<file path="config.mk">
export PLATFORM = sky130hd
export DESIGN_NAME = irq_agg_ctrl
export DESIGN_NICKNAME = d
export VERILOG_FILES = /design/src/rtl/irq_agg_pkg.sv /design/src/rtl/irq_flag_bank.sv /design/src/rtl/irq_mask_reg.sv /design/src/rtl/irq_readback.sv /design/src/rtl/irq_agg_ctrl.sv
export SDC_FILE = /design/constraint.sdc
export NUM_CORES = 1
export LEC_CHECK = 0
export ABC_AREA = 0
export BUFFER_PORTS_ARGS = -buffer_cell sky130_fd_sc_hd__buf_2
export CELL_PAD_IN_SITES_DETAIL_PLACEMENT = 2
export CELL_PAD_IN_SITES_GLOBAL_PLACEMENT = 2
export CORE_MARGIN = 8
export CORE_UTILIZATION = 24
export CTS_CLUSTER_DIAMETER = 150
export DETAILED_ROUTE_END_ITERATION = 10
export PLACE_DENSITY_LB_ADDON = 0.1
export RECOVER_POWER = 25
export SETUP_SLACK_MARGIN = 0.05
export SLEW_MARGIN = 25
export SYNTH_ARGS = -nofsm -noshare
export SYNTH_HDL_FRONTEND = slang
export SYNTH_SLANG_ARGS = --single-unit
</file>
<file path="constraint.sdc">
create_clock -name clk -period 1.18 [get_ports clk]
set_clock_uncertainty 0.15 [all_clocks]
set_input_delay 0.118 -clock clk [delete_from_list [all_inputs] [get_ports clk]]
set_output_delay 0.118 -clock clk [all_outputs]
set_load 0.05 [all_outputs]
</file>
<file path="src/rtl/irq_agg_pkg.sv">
package irq_agg_pkg;
  localparam int SRC_N  = 7;
  localparam int DATA_W = 8;
  localparam int TOP_B  = DATA_W - 1;

  typedef enum int {
    SRC_LINE_A2    = 0,
    SRC_LINE_A1    = 1,
    SRC_SHIFT_DONE = 2,
    SRC_LINE_B2    = 3,
    SRC_LINE_B1    = 4,
    SRC_TMR2       = 5,
    SRC_TMR1       = 6
  } src_idx_e;

  typedef enum logic {
    SEL_FLAGS = 1'b0,
    SEL_MASK  = 1'b1
  } reg_sel_e;
endpackage

</file>
<file path="src/rtl/irq_flag_bank.sv">
module irq_flag_bank #(
  parameter int N = 7
) (
  input  logic         clk,
  input  logic         rst_n,
  input  logic [N-1:0] set_i,
  input  logic [N-1:0] clr_i,
  input  logic [N-1:0] wclr_i,
  output logic [N-1:0] flags_o
);
  for (genvar i = 0; i < N; i++) begin : g_flag
    always_ff @(posedge clk or negedge rst_n) begin
      if (!rst_n)
        flags_o[i] <= 1'b0;
      else if (set_i[i])
        flags_o[i] <= 1'b1;
      else if (clr_i[i] || wclr_i[i])
        flags_o[i] <= 1'b0;
    end
  end
endmodule

</file>
<file path="src/rtl/irq_mask_reg.sv">
module irq_mask_reg #(
  parameter int N = 7
) (
  input  logic         clk,
  input  logic         rst_n,
  input  logic         wr_i,
  input  logic         polarity_i,
  input  logic [N-1:0] sel_bits_i,
  output logic [N-1:0] mask_o
);
  for (genvar i = 0; i < N; i++) begin : g_mask
    always_ff @(posedge clk or negedge rst_n) begin
      if (!rst_n)
        mask_o[i] <= 1'b0;
      else if (wr_i && sel_bits_i[i])
        mask_o[i] <= polarity_i;
    end
  end
endmodule

</file>
<file path="src/rtl/irq_readback.sv">
module irq_readback
  import irq_agg_pkg::*;
#(
  parameter int N = SRC_N,
  parameter int W = DATA_W
) (
  input  logic [N-1:0] flags_i,
  input  logic [N-1:0] mask_i,
  input  logic         sel_i,
  output logic         pending_o,
  output logic [W-1:0] rdata_o
);
  always_comb begin
    pending_o = |(flags_i & mask_i);
    rdata_o   = '0;
    if (sel_i == SEL_MASK) begin
      rdata_o[W-1]   = 1'b1;
      rdata_o[N-1:0] = mask_i;
    end else begin
      rdata_o[W-1]   = pending_o;
      rdata_o[N-1:0] = flags_i;
    end
  end
endmodule

</file>
<file path="src/rtl/irq_agg_ctrl.sv">
module irq_agg_ctrl
  import irq_agg_pkg::*;
(
  input  logic              clk,
  input  logic              rst_n,
  input  logic [SRC_N-1:0]  src_set,
  input  logic [SRC_N-1:0]  src_clr,
  input  logic              host_sel,
  input  logic              host_wr,
  input  logic [DATA_W-1:0] host_wdata,
  output logic [DATA_W-1:0] host_rdata,
  output logic              irq_n
);
  logic [SRC_N-1:0] flag_q;
  logic [SRC_N-1:0] mask_q;
  logic [SRC_N-1:0] wclr;
  logic             mask_wr;
  logic             pending;

  // Host writes to the flag register act as clear requests on bits marked 1.
  assign wclr    = (host_wr && host_sel == SEL_FLAGS) ? host_wdata[SRC_N-1:0] : '0;
  assign mask_wr = host_wr && host_sel == SEL_MASK;

  irq_flag_bank #(.N(SRC_N)) u_flags (
    .clk     (clk),
    .rst_n   (rst_n),
    .set_i   (src_set),
    .clr_i   (src_clr),
    .wclr_i  (wclr),
    .flags_o (flag_q)
  );

  irq_mask_reg #(.N(SRC_N)) u_mask (
    .clk        (clk),
    .rst_n      (rst_n),
    .wr_i       (mask_wr),
    .polarity_i (host_wdata[TOP_B]),
    .sel_bits_i (host_wdata[SRC_N-1:0]),
    .mask_o     (mask_q)
  );

  irq_readback #(.N(SRC_N), .W(DATA_W)) u_rd (
    .flags_i   (flag_q),
    .mask_i    (mask_q),
    .sel_i     (host_sel),
    .pending_o (pending),
    .rdata_o   (host_rdata)
  );

  assign irq_n = ~pending;
endmodule

</file>
# Word-level counts from Yosys, hierarchy flattened
# Index checks and enable logic that the tools add are counted.
# totals
reg_bits,14
# op_classes
mux,16
n_bitwise,3
reduce_logical,24
# ops
operator,count
1-bit 2-to-1 mux,14
2-bit nonzero test,7
1-bit logical AND,9
8-bit 2-to-1 mux,1
7-bit bitwise AND,1
1-bit logical OR,7
7-bit 2-to-1 mux,1
7-bit OR reduction,1
1-bit inverter,2

# Depth between registers and ports, before layout
# logic_depth
word_depth,6
ltp_mapped,3
mapped_depth_nobuf,2

# By module
# A second synthesis with hierarchy kept.
# unflattened
cells_unflattened,64
hier_area_um2,729.4
# modules_own_cells
mod,n_inst,cells_each,area_per_inst_um2,seq_area_each_um2
irq_mask_reg,1,21,280.3,175.2
irq_flag_bank,1,21,254.0,175.2
irq_readback,1,13,122.6,0.0
irq_agg_ctrl,1,9,72.6,0.0

# Worst setup path before layout
# OpenSTA, ideal clock, no wires.
# synth_path
path_type,flip-flop to output port
from,register u_mask.mask_o[2]
to,output host_rdata[7]
arrival_time_ns,1.253
path_slack_ns,-0.341
path_stages_with_launch,3
n_path_buf,0
path_cell_list,dfrtp_1 -> a222oi_1 -> nand4b_1
# synth_between
elab_chain_cells,3
# synth_rtl
item,line_no,text
"start, declared",irq_mask_reg.sv:9,output logic [N-1:0] mask_o
"start signal, assigned by index",irq_mask_reg.sv:16,mask_o[i] <= polarity_i;
7-bit bitwise AND,irq_readback.sv:14,pending_o = |(flags_i & mask_i);
7-bit OR reduction,irq_readback.sv:14,
8-bit 2-to-1 mux,irq_readback.sv:16,if (sel_i == SEL_MASK) begin
"end, declared",irq_agg_ctrl.sv:11,"output logic [DATA_W-1:0] host_rdata,"
# No other way between the ends.

# Worst setup path after layout
# layout_path
from,register u_mask.mask_o[2]
to,output irq_n
# layout_between
elab_chain_cells,3
# layout_rtl
item,line_no,text
7-bit bitwise AND,irq_readback.sv:14,
7-bit OR reduction,irq_readback.sv:14,
1-bit inverter,irq_agg_ctrl.sv:50,assign irq_n = ~pending;
"end, declared",irq_agg_ctrl.sv:12,output logic irq_n
# No other way between the ends.

==> metrics.md <==
| Metric | Value |
|---|---|
| Outcome | finished, violations left |
| Failing checks | negative setup slack |
| CTS Buffer Depth | 2 |
| Port Buf Inserts | 34 |
| Family with the most delay on the worst path | flip-flops |
| Largest net degree at the start of global routing | 20 |
| GR Overflow Total | 0 |
| Skew-Pair Late Insertion Delay | 0.29 ns |
| Fmax | 556 MHz |
| ANT cells | 0 |
| Post-place setup slack | -0.390 ns |
| Ys flop type | dfrtp_1 |
| Via Count | 793 |
| Count leader, synth | dfrtp_1 |
| Antenna viol nets, final | 0 |
| Crit path to | irq_n |
| Final WL | 2.87 mm |
| CTS tree | done |
| Worst-path maximum fanout | 2 |
| WHS Path Cells | 3 |
| Final setup violation count | 9 |
| #FFs+latches synth | 14 |
| Fin worst setup slack | -0.619 ns |
| Die X | 72.8 microns |
| Cts bufs inserted | 3 |
| Wirelength per Cell | 16.1 microns |
| Worst vdd rail ir drop | 0.000480 V |
| Placer Congestion | 0.678 |
| Critical R2R Capture | u_flags.flags_o[4]$_DFFE_PN0P_ |
| Area grow syn2layout | 91.6% |
| Reg2reg path depth | 3 |
| First-pass detailed-route iteration total | 4 |
| Crit end category | primary output |
| Tmin final | 1.80 ns |
| CP peak stage delay | 0.39 ns |
| Placed inst area | 0.00112 sq mm |
| Post-synth cell types | 16 |
| Rel. slew slack | 70.8% |
| I/O pin count | 35 |
| Top cells by area, synth | dfrtp_1 45%, mux2_2 13%, a31o_2 7.9% |
| Period utilisation layout | 152% |
| Critical path depth in cells | 4 |
| Most frequent cells after synthesis | 14 x dfrtp_1, 9 x mux2_2, 7 x a31o_2, 7 x inv_1, 7 x nand3b_1 |
| Starting Density | 25.3% |
| Initial drt markers | 7 |
| Seq/Total Area, Yosys | 45.3% |
| Cell Chain, Critical Path | a222oi_1 -> buf_4 -> and3_4 -> buf_8 |
| Crit path DAT | 1.53 ns |
| Fin nets | 161 |
| Worst-margin pin slew | 0.438 ns |
| Power, Total | 1.74 mW |
| Max capacitance violation total | 0 |
| RSZ-0062 raised after global routing | true |
| Synthesized instance count | 64 |
| Clock Tree Root | clkbuf_4 |
| Die Span Y | 72.8 microns |
| Yosys top cell area share | 45.3% |
| CTS Sinks | 14 |
| Startpoint types | flop |
| Clk slew on worst S/H paths | 0.09 ns |
| Post-route DRC | 0 |
| Hold crit path type | in -> reg |
| Vias in the first global route | 960 |
| Total Die Area | 0.00529 sq mm |
| WP data required | 0.91 ns |
| Worst path slowest cell | dfrtp_1 |
| Dominant cell type by area after synthesis | dfrtp_1 |
| Final Cell Area | 0.00148 sq mm |
| FF-to-FF Start | u_flags.flags_o[4]$_DFFE_PN0P_ |
| Share of post-route cells with drive strength above 1 | 61.2% |
| Asr flop ratio synth | 100% |
| Reg-to-reg slack, setup | 0.08 ns |
| Yosys warns | 0 |
| EDFF count, synth | 0 |
| First-pass GRT wire length | 4.73 mm |
| Fin. max-slew vios | 0 |
| Initial antenna violation count | 0 |
| Synth Cell Area | 773 sq um |
| Final hold vios | 0 |
| Net count after synthesis | 90 |
| Vias/cell | 4.46 |
| Util after Layout | 48.5% |
| CTS H-tree depth | 1 |
| GRT Resource Usage Total | 11.4% |
| Syn Area/Cell | 12.1 sq um |
| Fill cells | 333 |
| Rows | 20 |
| Pwr dens | 1180 mW/mm^2 |
| Kind of critical path | reg -> out |
| Worst Setup SP | u_mask.mask_o[2]$_DFFE_PN0P_ |
| Core Box Area | 0.00305 sq mm |
| Static leakage | 0.714 nW |
| CP bufs+invs | 2 |
| DP Wirelength | 1.91 mm |
==> flip-flops by register name (all words and copies together), names as in the netlist <==
name and flops:
u_flags.flags_o 7, u_mask.mask_o 7
==> final cells by class <==
cell class,count,area [sq um],share of cell area [%]
Clock buffer,4,36.3,2.45
Inverter,7,26.3,1.77
Multi-Input combinational cell,40,413,27.9
Sequential cell,14,350,23.6
Tap cell,44,55.1,3.72
Timing Repair Buffer,69,601,40.5
==> layout by cell type (no fill, tap or decap), drive strengths merged <==
cell type,instances
dlygate4sd3,14
dfrtp,14
nand3b,7
buf,54
a31o,7
a22oi,2
nand4b,1
mux2,14
a222oi,1
inv,7
and3,1
nand3,7
clkbuf,5
==> layer usage <==
metal | wire length (microns) | up-vias | track usage [%]
li1 | - | 377 | -
met3 | 90 | 7 | 2.06
met5 | 0 | - | 0
met1 | 1210 | 384 | 12.5
met2 | 1500 | 25 | 21.0
met4 | 72 | 0 | 4.67
==> kinds of logic (layout without fill, tap and decap cells) <==
kind of cell,Yosys count,count (layout),share of synthesized area (%)
AOI/OAI and AO/OA,10,10,11.2
DFF,14,14,45.3
buffers and inverters,10,80,6.47
and+or+nand+nor,16,16,15.2
muxes,14,14,21.8
==> what timing repair did <==
item / in CTS / in global routing
resized for setup: 36 / 9
setup buffers: 4 / 3
endpoints found under the hold margin: 21 / 0
endpoints found under the setup margin: 9 / 9
pin swaps: 1 / 1
hold buffers: 14 / 0
==> power breakdown <==
part	internal, mW	switching [mW]	leakage [nW]
Combinational	0.443	0.353	0.534
Sequential	0.543	0.0472	0.159
Clock	0.188	0.171	0.0210
==> through the flow <==
stage               TNS, ns  hold WS (ns)  cells
floorplan            -0.531        -0.328     64
global placement      -1.68        -0.116    157
detailed placement    -1.86        -0.118    157
CTS                   -3.64      0.000153    178
global route          -3.99       0.00265    178
finish                -3.50       0.00740    178
==> how the worst min path moves through the flow <==
stage | startpoint | to | slack (ns)
3_3_place_gp | rst_n | u_flags.flags_o[6]$_DFFE_PN0P_ | -0.12
5_1_grt | src_clr[2] | u_flags.flags_o[2]$_DFFE_PN0P_ | 0.003
6_report | src_clr[2] | u_flags.flags_o[2]$_DFFE_PN0P_ | 0.007
3_5_place_dp | rst_n | u_flags.flags_o[6]$_DFFE_PN0P_ | -0.12
2_1_floorplan | rst_n | u_flags.flags_o[0]$_DFFE_PN0P_ | -0.33
4_1_cts | src_clr[2] | u_flags.flags_o[2]$_DFFE_PN0P_ | 0.0002
==> worst register-to-register path: stages, from the launching register on <==
cell,delay (ns)
dfrtp_1,0.40
buf_6,0.12
buf_4,0.12
a31o_4,0.21
Note: power is estimated with default switching activity, not from simulation.
